===== config.mk =====
export PLATFORM = sky130hd
export DESIGN_NAME = ptw_walker
export DESIGN_NICKNAME = d
export VERILOG_FILES = /design/src/rtl/ptw_pkg.sv /design/src/rtl/ptw_addr_gen.sv /design/src/rtl/ptw_leaf_check.sv /design/src/rtl/ptw_walker.sv
export SDC_FILE = /design/constraint.sdc
export NUM_CORES = 1
export LEC_CHECK = 0
export BUFFER_PORTS_ARGS = -buffer_cell sky130_fd_sc_hd__buf_2
export CAP_MARGIN = 20
export CORE_MARGIN = 5
export CORE_UTILIZATION = 38
export DETAILED_ROUTE_END_ITERATION = 16
export SYNTH_ARGS = -nofsm -noshare
export SYNTH_HDL_FRONTEND = slang
export SYNTH_SLANG_ARGS = --single-unit
export TNS_END_PERCENT = 30

===== constraint.sdc =====
create_clock -name clk -period 2.72 [get_ports clk]
set_clock_uncertainty 0.1 [all_clocks]
set_input_delay 0.136 -clock clk [delete_from_list [all_inputs] [get_ports clk]]
set_output_delay 0.136 -clock clk [all_outputs]
set_load 0.05 [all_outputs]

===== src/rtl/ptw_pkg.sv =====
package ptw_pkg;
   typedef enum logic [1:0] {
      ACC_RD = 2'd0,
      ACC_WR = 2'd1,
      ACC_EX = 2'd2,
      ACC_XX = 2'd3
   } acc_e;

   typedef enum logic [1:0] {
      FLT_NONE  = 2'd0,
      FLT_BOUND = 2'd1,
      FLT_INVAL = 2'd2,
      FLT_PROT  = 2'd3
   } fault_e;

   localparam int PTE_V = 0;
   localparam int PTE_R = 1;
   localparam int PTE_W = 2;
   localparam int PTE_X = 3;
   localparam int PTE_D = 4;
   localparam int N_ACC = 3;
endpackage


===== src/rtl/ptw_addr_gen.sv =====
module ptw_addr_gen #(
   parameter int VA_W      = 32,
   parameter int PA_W      = 32,
   parameter int L1_BITS   = 10,
   parameter int L2_BITS   = 10,
   parameter int OFF_BITS  = 12,
   parameter int PTE_BYTES = 4
) (
   input  logic [VA_W-1:0]    vaddr,
   input  logic [PA_W-1:0]    root,
   input  logic [PA_W-1:0]    tbase,
   output logic [L1_BITS-1:0] idx1,
   output logic [PA_W-1:0]    addr1,
   output logic [PA_W-1:0]    addr2
);
   localparam int SHIFT = $clog2(PTE_BYTES);
   localparam int L2_LO = OFF_BITS;
   localparam int L1_LO = OFF_BITS + L2_BITS;

   logic [L2_BITS-1:0] idx2;
   logic [PA_W-1:0]    off1, off2;

   assign idx1 = vaddr[L1_LO +: L1_BITS];
   assign idx2 = vaddr[L2_LO +: L2_BITS];

   assign off1  = PA_W'(idx1) << SHIFT;
   assign off2  = PA_W'(idx2) << SHIFT;
   assign addr1 = root + off1;
   assign addr2 = tbase + off2;
endmodule


===== src/rtl/ptw_leaf_check.sv =====
module ptw_leaf_check
   import ptw_pkg::*;
#(
   parameter int PTE_BITS = 32
) (
   input  logic [PTE_BITS-1:0] pte,
   input  logic [1:0]          acc,
   output logic [1:0]          fault,
   output logic                need_wb
);
   logic [N_ACC-1:0] perm;
   logic             allowed;

   for (genvar k = 0; k < N_ACC; k++) begin : g_perm
      assign perm[k] = pte[PTE_R + k];
   end

   always_comb begin
      allowed = 1'b0;
      for (int k = 0; k < N_ACC; k++) begin
         if (acc == 2'(k)) allowed = perm[k];
      end
   end

   always_comb begin
      if (!pte[PTE_V])   fault = FLT_INVAL;
      else if (!allowed) fault = FLT_PROT;
      else               fault = FLT_NONE;
   end

   assign need_wb = (fault == FLT_NONE) && (acc == ACC_WR) && !pte[PTE_D];
endmodule


===== src/rtl/ptw_walker.sv =====
module ptw_walker
   import ptw_pkg::*;
#(
   parameter int VA_W      = 32,
   parameter int PA_W      = 32,
   parameter int L1_BITS   = 10,
   parameter int L2_BITS   = 10,
   parameter int OFF_BITS  = 12,
   parameter int PTE_BYTES = 4
) (
   input  logic                clk,
   input  logic                rst_n,
   input  logic [PA_W-1:0]     root_base,
   input  logic [L1_BITS:0]    tbl_len,
   input  logic                req_valid,
   output logic                req_ready,
   input  logic [VA_W-1:0]     req_vaddr,
   input  logic [1:0]          req_acc,
   output logic                rsp_valid,
   output logic [1:0]          rsp_fault,
   output logic [PA_W-1:0]     rsp_paddr,
   output logic                mem_req,
   output logic                mem_we,
   output logic [PA_W-1:0]     mem_addr,
   output logic [PTE_BYTES*8-1:0] mem_wdata,
   input  logic                mem_rvalid,
   input  logic [PTE_BYTES*8-1:0] mem_rdata
);
   localparam int PTE_BITS = PTE_BYTES * 8;
   localparam int FRAME_W  = PA_W - OFF_BITS;

   initial begin
      if (VA_W != L1_BITS + L2_BITS + OFF_BITS)
         $fatal(1, "ptw_walker: index and offset widths must cover VA_W");
      if (PA_W > PTE_BITS)
         $fatal(1, "ptw_walker: PA_W exceeds entry width");
      if ((PTE_BYTES & (PTE_BYTES - 1)) != 0)
         $fatal(1, "ptw_walker: PTE_BYTES must be a power of two");
   end

   typedef enum logic [2:0] {
      S_IDLE, S_L1_REQ, S_L1_WAIT, S_L2_REQ,
      S_L2_WAIT, S_WB_REQ, S_WB_WAIT, S_RESP
   } st_e;

   st_e                 st_q;
   logic [VA_W-1:0]     va_q;
   logic [1:0]          acc_q;
   logic [PA_W-1:0]     root_q, tbase_q, pa_q;
   logic [PTE_BITS-1:0] leaf_q;
   logic [1:0]          flt_q;

   logic [L1_BITS-1:0]  idx1_new, idx1_unused;
   logic [PA_W-1:0]     addr1, addr2, a1_unused, a2_unused;
   logic [1:0]          leaf_flt;
   logic                leaf_wb;
   logic                accept;

   // Bound check on the incoming address, before any state is stored
   ptw_addr_gen #(
      .VA_W(VA_W), .PA_W(PA_W), .L1_BITS(L1_BITS), .L2_BITS(L2_BITS),
      .OFF_BITS(OFF_BITS), .PTE_BYTES(PTE_BYTES)
   ) u_idx_in (
      .vaddr(req_vaddr), .root(root_base), .tbase(root_base),
      .idx1(idx1_new), .addr1(a1_unused), .addr2(a2_unused)
   );

   // Entry addresses for the walk in progress
   ptw_addr_gen #(
      .VA_W(VA_W), .PA_W(PA_W), .L1_BITS(L1_BITS), .L2_BITS(L2_BITS),
      .OFF_BITS(OFF_BITS), .PTE_BYTES(PTE_BYTES)
   ) u_idx_walk (
      .vaddr(va_q), .root(root_q), .tbase(tbase_q),
      .idx1(idx1_unused), .addr1(addr1), .addr2(addr2)
   );

   ptw_leaf_check #(.PTE_BITS(PTE_BITS)) u_leaf (
      .pte(mem_rdata), .acc(acc_q), .fault(leaf_flt), .need_wb(leaf_wb)
   );

   assign req_ready = (st_q == S_IDLE);
   assign accept    = req_valid && req_ready;

   always_ff @(posedge clk) begin
      if (!rst_n) begin
         st_q    <= S_IDLE;
         va_q    <= '0;
         acc_q   <= '0;
         root_q  <= '0;
         tbase_q <= '0;
         leaf_q  <= '0;
         pa_q    <= '0;
         flt_q   <= FLT_NONE;
      end else begin
         case (st_q)
            S_IDLE: if (accept) begin
               va_q   <= req_vaddr;
               acc_q  <= req_acc;
               root_q <= root_base;
               pa_q   <= '0;
               if ({1'b0, idx1_new} >= tbl_len) begin
                  flt_q <= FLT_BOUND;
                  st_q  <= S_RESP;
               end else begin
                  flt_q <= FLT_NONE;
                  st_q  <= S_L1_REQ;
               end
            end
            S_L1_REQ:  st_q <= S_L1_WAIT;
            S_L1_WAIT: if (mem_rvalid) begin
               if (!mem_rdata[PTE_V]) begin
                  flt_q <= FLT_INVAL;
                  st_q  <= S_RESP;
               end else begin
                  tbase_q <= {mem_rdata[OFF_BITS +: FRAME_W], {OFF_BITS{1'b0}}};
                  st_q    <= S_L2_REQ;
               end
            end
            S_L2_REQ:  st_q <= S_L2_WAIT;
            S_L2_WAIT: if (mem_rvalid) begin
               flt_q  <= leaf_flt;
               leaf_q <= mem_rdata;
               if (leaf_flt == FLT_NONE)
                  pa_q <= {mem_rdata[OFF_BITS +: FRAME_W], va_q[OFF_BITS-1:0]};
               st_q <= leaf_wb ? S_WB_REQ : S_RESP;
            end
            S_WB_REQ:  st_q <= S_WB_WAIT;
            S_WB_WAIT: if (mem_rvalid) st_q <= S_RESP;
            S_RESP:    st_q <= S_IDLE;
            default:   st_q <= S_IDLE;
         endcase
      end
   end

   always_comb begin
      mem_req = 1'b0;
      mem_we  = 1'b0;
      mem_addr = addr1;
      case (st_q)
         S_L1_REQ: mem_req = 1'b1;
         S_L2_REQ: begin mem_req = 1'b1; mem_addr = addr2; end
         S_WB_REQ: begin mem_req = 1'b1; mem_we = 1'b1; mem_addr = addr2; end
         S_L2_WAIT, S_WB_WAIT: mem_addr = addr2;
         default: ;
      endcase
   end

   assign mem_wdata = leaf_q | (PTE_BITS'(1) << PTE_D);
   assign rsp_valid = (st_q == S_RESP);
   assign rsp_fault = flt_q;
   assign rsp_paddr = pa_q;
endmodule


==> flow_summary_export.csv, run 1 <==
group,metric,value,unit
timing,slew_viol_final,0,
timing,hold_viol_final,0,
flow_run,cap_violations,0,
status,outcome,"complete, but fails checks",
logic_synthesis,ys_seq_elements,154,
final_layout,syn2layout_area_growth,49.12,%
timing,fin_ws,-0.03332,ns
final_layout,finalNetCount,1361,
grt,grt_overflow_total,0,
setup_path,crit_fanout,7,
timing,rsz0062_at_grt,"true",
pwr,ir_worst_vdd,0.5117,mV
placement,portBuffers,213,
clock_network,cts_buffer_depth,2,
floorplan,die_w,145.7,µm
final_layout,layout-drive-gt1-share,28.01,%
route,avgRoutedWirePerCell,16.05,µm
timing,max_freq,0.3632,GHz
floorplan,rows,49,
floorplan,dieHeight,145.7,µm
timing,worstMarginPinSlew,0.6926,ns
route,drt_iter0_markers,458,
route,ant_nets,0,
setup_path,setup.worst_path.start_class,"register",
floorplan,ios,215,
logic_synthesis,synthArstFlopShare,0,%
logic_synthesis,synth_cells,922,
placement,place.gp.congestion,0.8675,
grt,grt_max_degree,60,
setup_path,path_class,"reg2out",
timing,fin_crit_sh,101.2,%
setup_path,critPathMaxStageDelay,0.34,ns
setup_path,rr_endpoint,"rsp_fault[0]",
timing,relSlewSlack,53.83,%
clock_network,clkLatencyLatePin,0.43,ns
setup_path,rr_worst_depth,6,
setup_path,critical_path.cell_chain,"ha_4 > and4_1 > and2_4 > a221oi_4 > buf_6 > nor3b_2 > xnor2_1 > o21ai_1 > buf_6",
floorplan,die_area,21240,µm²
clock_network,cts_tree,"built",
setup_path,critPathLaunch,"root_q[10]",
logic_synthesis,synth_edf_count,0,
clock_network,ctsHtreeMaxLevel,4,
grt,antenna_found_initial,0,
setup_path,endpoint_kind,"output pin",
timing,post-route-min-period,2.753,ns
worst_hold_path,worstHoldStart,"mem_rdata[4]",
route,totalWireLength,23.56,mm
logic_synthesis,ys.flop_type,"dfxtp_1",
logic_synthesis,syn-cell-area,7000,µm²
setup_path,worstReg2RegStart,"st_q[2]",
route,via_per_inst,5.002,
setup_path,crit_family,"compound AO/OA/AOI/OAI gates",
logic_synthesis,yosysUniqueCellTypes,59,
pwr,power_density,656.3,nW/µm²
setup_path,cp.arrival,2.52,ns
grt,grt_pass1_wl,38.12,mm
setup_path,slowest_stage,"dfxtp_2",
route,dr.pass1.iters,4,
grt,track_usage,21.73,%
final_layout,utilization,57.91,%
clock_network,clkSlewWorstSetupHoldPaths,0.07,ns
worst_hold_path,hp-class,"in2reg",
status,violations,"negative setup slack",
logic_synthesis,synth_seq_area_share,44.04,%
logic_synthesis,postSynthAreaPerCell,7.593,µm²
setup_path,cp_common_cell,"buf_6",
route,vias,7343,
placement,dp_hpwl,15.70,mm
floorplan,core,18020,µm²
final_layout,diodes,0,
clock_network,clock_sinks,154,
timing,timing.setup.tns,-0.08064,ns
floorplan,start_util,38.84,%
clock_network,cts-buffers-inserted,17,
grt,grt_pass1_vias,7369,
worst_hold_path,hold_depth,4,
final_layout,final_common_cell,"nand2_1",
setup_path,required,2.48,ns
final_layout,fillers,1639,
setup_path,critical_path_buf_inv_count,2,
pwr,p_leak,4.292,nW
logic_synthesis,syn-num-nets,1056,
final_layout,layout_common_cells,"nand2_1, buf_2, a21oi_1",
clock_network,root_buffer,"clkbuf_16",
logic_synthesis,ys_warn_count,0,
timing,fin_hold_ws,0.06180,ns
worst_hold_path,min_to,"st_q[1]",
timing,setup_viol,4,
route,drc_errors,0,
setup_path,reg2reg_setup_slack,0.22,ns
[where the power goes]
group | total, mW | switching, mW | internal, mW | leakage (nW)
sequential | 2.55 | 0.135 | 2.41 | 1.26
clock | 2.46 | 1.06 | 1.40 | 0.299
combinational | 1.84 | 1.20 | 0.647 | 2.74
[worst min-delay path, stage by stage]
cell and delay, ns:
buf_2 0.07, or4_1 0.09, a311oi_1 0.09, o22ai_1 0.15
[worst max path at each step]
stage              endpoint  slack (ns)  cells past startpoint
6_report       mem_addr[21]       -0.03                      9
3_3_place_gp   mem_addr[16]        0.20                      9
3_5_place_dp   mem_addr[24]        0.16                      9
4_1_cts        mem_addr[19]       -0.02                      9
5_1_grt        mem_addr[21]       -0.12                      9
2_1_floorplan  mem_addr[12]       -0.31                      9
[flip-flops by register name (all words and copies together), names as in the netlist]
name / flops
root_q: 32
rsp_paddr: 32
va_q: 32
leaf_q: 31
tbase_q: 20
st_q: 3
acc_q: 2
rsp_fault: 2
[timing repair]
item	CTS	global route
hold buffers	102	0
resized for setup	67	38
buffers inserted	4	5
setup endpoints to repair	25	25
pin swaps	20	19
hold endpoints to repair	141	0
[per-stage QoR]
step           worst slack [ns]  area (µm²)  instances  power (mW)
2_1_floorplan           -0.3126        7004        922       3.675
3_3_place_gp             0.2002        8347       1326       4.187
3_5_place_dp             0.1554        8347       1326       4.189
4_1_cts                -0.01744       10250       1463       6.857
5_1_grt                 -0.1232       10440       1468       7.196
6_report               -0.03332       10440       1468       6.851
[layout make-up]
type	count	area, µm²	area share, %
clock inverter	14	177.7	1.702
multi-input combinational	690	3882	37.19
tap	229	286.5	2.745
sequential	154	3102	29.71
timing repair buffer	348	2502	23.97
clock buffer	17	425.4	4.075
inverter	16	62.56	0.5993
[Yosys cell counts, drive strengths merged, types with 2 or more instances]
master,n,share of area (%)
nand2,312,17
nor4,3,0.54
ha,20,3.6
xnor2,18,2.3
nand3,36,2.6
o2111ai,3,0.38
nor3,7,0.73
nand2b,2,0.18
nand3b,3,0.32
nor3b,2,0.21
a21o,6,0.64
a21oi,167,12
o21a,2,0.21
a21boi,2,0.21
dfxtp,154,44
mux2,3,0.48
and4,4,0.54
inv,16,0.86
o21ai,36,2.6
clkbuf,40,2.1
and2,5,0.45
nor2,13,0.70
mux2i,3,0.43
xor2,12,1.5
a221oi,2,0.50
and3,3,0.27
buf,22,1.5
nor2b,2,0.18
o211ai,3,0.32
a211oi,3,0.39
nand4,4,0.45
[cell families (layout without fill, tap and decap cells)]
| family | count (synthesis) | after routing | synth area share, % |
|---|---|---|---|
| adders and majority gates | 21 | 21 | 3.861 |
| muxes | 6 | 6 | 0.9115 |
| other | 1 | 1 | 0.05357 |
| buffers and inverters | 78 | 395 | 4.486 |
| AOI/OAI and AO/OA | 233 | 233 | 18.59 |
| DFF | 154 | 154 | 44.04 |
| xor gates and xnor gates | 30 | 30 | 3.753 |
| and+or+nand+nor | 399 | 399 | 24.31 |
[routing by layer]
layer,GRT usage (%),part of all wire [%],up-vias
met2,34.99,47,216
met3,6.665,6.4,41
li1,-,-,3699
met1,28.02,45,3387
met4,6.670,1.8,0
met5,0,0,-
Power figures use the tool's default switching activity.
==> inputs of run 2 (changes only) <==
--- a/config.mk
+++ b/config.mk
@@ -5,7 +5,7 @@
 export SDC_FILE = /design/constraint.sdc
 export NUM_CORES = 1
 export LEC_CHECK = 0
-export BUFFER_PORTS_ARGS = -buffer_cell sky130_fd_sc_hd__buf_2
+export BUFFER_PORTS_ARGS = -buffer_cell sky130_fd_sc_hd__buf_4
 export CAP_MARGIN = 20
 export CORE_MARGIN = 5
 export CORE_UTILIZATION = 38
==> run 2 against run 1 <==
Compared with the run above: the run still ends with negative setup slack left; sequential cell count unchanged; critical path type unchanged; global-route usage decreased by 0.13 points; critical path depth increased by 1; clock-buffer cell count unchanged.
==> flow_summary_export.csv, run 2 (synthesis results as in run 1) <==
group,metric,value,unit
grt,grt_pass1_wl,37.98,mm
setup_path,crit_fanout,5,
grt,grt_pass1_vias,7261,
final_layout,syn2layout_area_growth,55.98,%
placement,place_area,8892,µm²
final_layout,layout_common_cells,"nand2_1, buf_4, a21oi_1",
grt,grt.met2_usage,35.10,%
floorplan,core,18020,µm²
placement,place.gp.congestion,0.8851,
route,dr.pass1.iters,4,
clock_network,clkSlewWorstSetupHoldPaths,0.07,ns
route,drc_errors,0,
setup_path,cp.arrival,2.51,ns
pwr,ir_worst_vdd,0.4545,mV
status,violations,"negative setup slack",
clock_network,clkLatencyLatePin,0.43,ns
clock_network,ctsHtreeMaxLevel,4,
pwr,p_leak,4.381,nW
floorplan,die_w,145.7,µm
route,via_per_inst,4.969,
placement,dp_hpwl,15.70,mm
final_layout,finalNetCount,1362,
timing,relSlewSlack,55.45,%
route,ant_nets,0,
clock_network,cts-buffers-inserted,17,
pwr,seqPwrFrac,36.3,%
final_layout,final_cell_area,10920,µm²
timing,fin_ws,-0.02912,ns
timing,setup_viol,7,
timing,fin_crit_sh,101.1,%
clock_network,clock_sinks,154,
timing,post-route-min-period,2.749,ns
floorplan,rows,49,
final_layout,utilization,60.58,%
final_layout,final_cells,1470,
setup_path,path_class,"reg2out",
grt,grt-busiest-layer,"met2",
timing,slew_viol_final,0,
placement,portBuffers,213,
pwr,p_sw,2.469,mW
flow_run,cap_violations,0,
pwr,combinationalPowerShare,28.3,%
grt,grt_overflow_total,0,
timing,hold_viol_final,0,
pwr,power_density,638.6,nW/µm²
floorplan,dieHeight,145.7,µm
pwr,swShare,35.40,%
setup_path,endpoint_kind,"output pin",
placement,place_inst,1326,
worst_hold_path,hp-class,"in2reg",
clock_network,cts_tree,"built",
floorplan,start_util,38.84,%
route,avgRoutedWirePerCell,16.15,µm
route,drt_iter0_markers,355,
final_layout,diodes,0,
timing,rsz0062_at_grt,"true",
grt,track_usage,21.60,%
route,totalWireLength,23.75,mm
route,vias,7305,
pwr,p_int,4.504,mW
timing,timing.setup.tns,-0.1295,ns
clock_network,root_buffer,"clkbuf_16",
grt,grt_max_degree,99,
setup_path,required,2.48,ns
timing,worstMarginPinSlew,0.6682,ns
pwr,p_clk_share,35.3,%
floorplan,die_area,21240,µm²
final_layout,final_common_cell,"nand2_1",
placement,pre_cts_slack,0.1330,ns
grt,grt_use_met1,27.71,%
grt,globalRouteMet3Util,6.976,%
floorplan,ios,215,
timing,max_freq,0.3638,GHz
grt,antenna_found_initial,0,
setup_path,setup.worst_path.start_class,"register",
status,outcome,"complete, but fails checks",
final_layout,layout-drive-gt1-share,27.72,%
clock_network,cts_buffer_depth,2,
[run 2: final timing paths]
path | from | endpoint | slack (ns) | cells after the start
worst max register to register | st_q[2] | rsp_fault[0] | 0.18 | 7
worst min register to register | rsp_paddr[4] | rsp_paddr[4] | 0.35 | 2
worst max-delay path | va_q[29] | mem_addr[28] | -0.03 | 10
worst min-delay path | mem_rdata[4] | st_q[1] | 0.06 | 4
[run 2: cell type report]
cell class              instances  area, µm²
fillers                      1615       7106
clock buffers                  17      425.4
repair buffers                349       3009
inverters                      16      62.56
clock inverters                15      192.7
multi-input cells             690       3840
flip-flops and latches        154       3103
well taps                     229      286.5
[run 2: worst max-delay path, stage by stage (launching register included)]
cell and delay, ns:
dfxtp_4 0.36, ha_4 0.27, buf_6 0.11, a21oi_1 0.07, o21ai_1 0.17, a21oi_1 0.08, buf_4 0.16, a2111oi_4 0.29
xnor2_1 0.13, o21ai_1 0.23, buf_6 0.20
[run 2: power by group through the flow]
stage	Sequential (mW)	Combinational [mW]	Clock [mW]
2_1_floorplan	2.66	1.02	0
3_3_place_gp	2.56	1.76	0
3_5_place_dp	2.57	1.76	0
4_1_cts	2.53	1.95	2.52
5_1_grt	2.55	2.14	2.61
6_report	2.53	1.98	2.46
[run 2: per-stage QoR]
step,total power [mW],hold WS (ns)
6_report,6.973,0.06326
3_5_place_dp,4.329,0.2458
5_1_grt,7.301,0.07157
4_1_cts,7.003,0.04599
3_3_place_gp,4.323,0.2520
2_1_floorplan,3.675,0.1415
[run 2: timing repair]
| action | 4_1_cts | 5_1_grt |
|---|---|---|
| hold endpoints to repair | 141 | 0 |
| hold buffers | 102 | 0 |
| setup buffers | 9 | 1 |
| resized for setup | 51 | 22 |
| pin swaps | 22 | 9 |
| setup endpoints to repair | 23 | 21 |
| gates cloned | 0 | 0 |
[run 2: metal layers]
layer  vias up  share of wire, %  wire, µm
li1       3711                 -         -
met1      3370                44     10500
met2       192                48     11330
met3        32               6.4      1513
met4         0               1.7       408
met5         -                 0         0
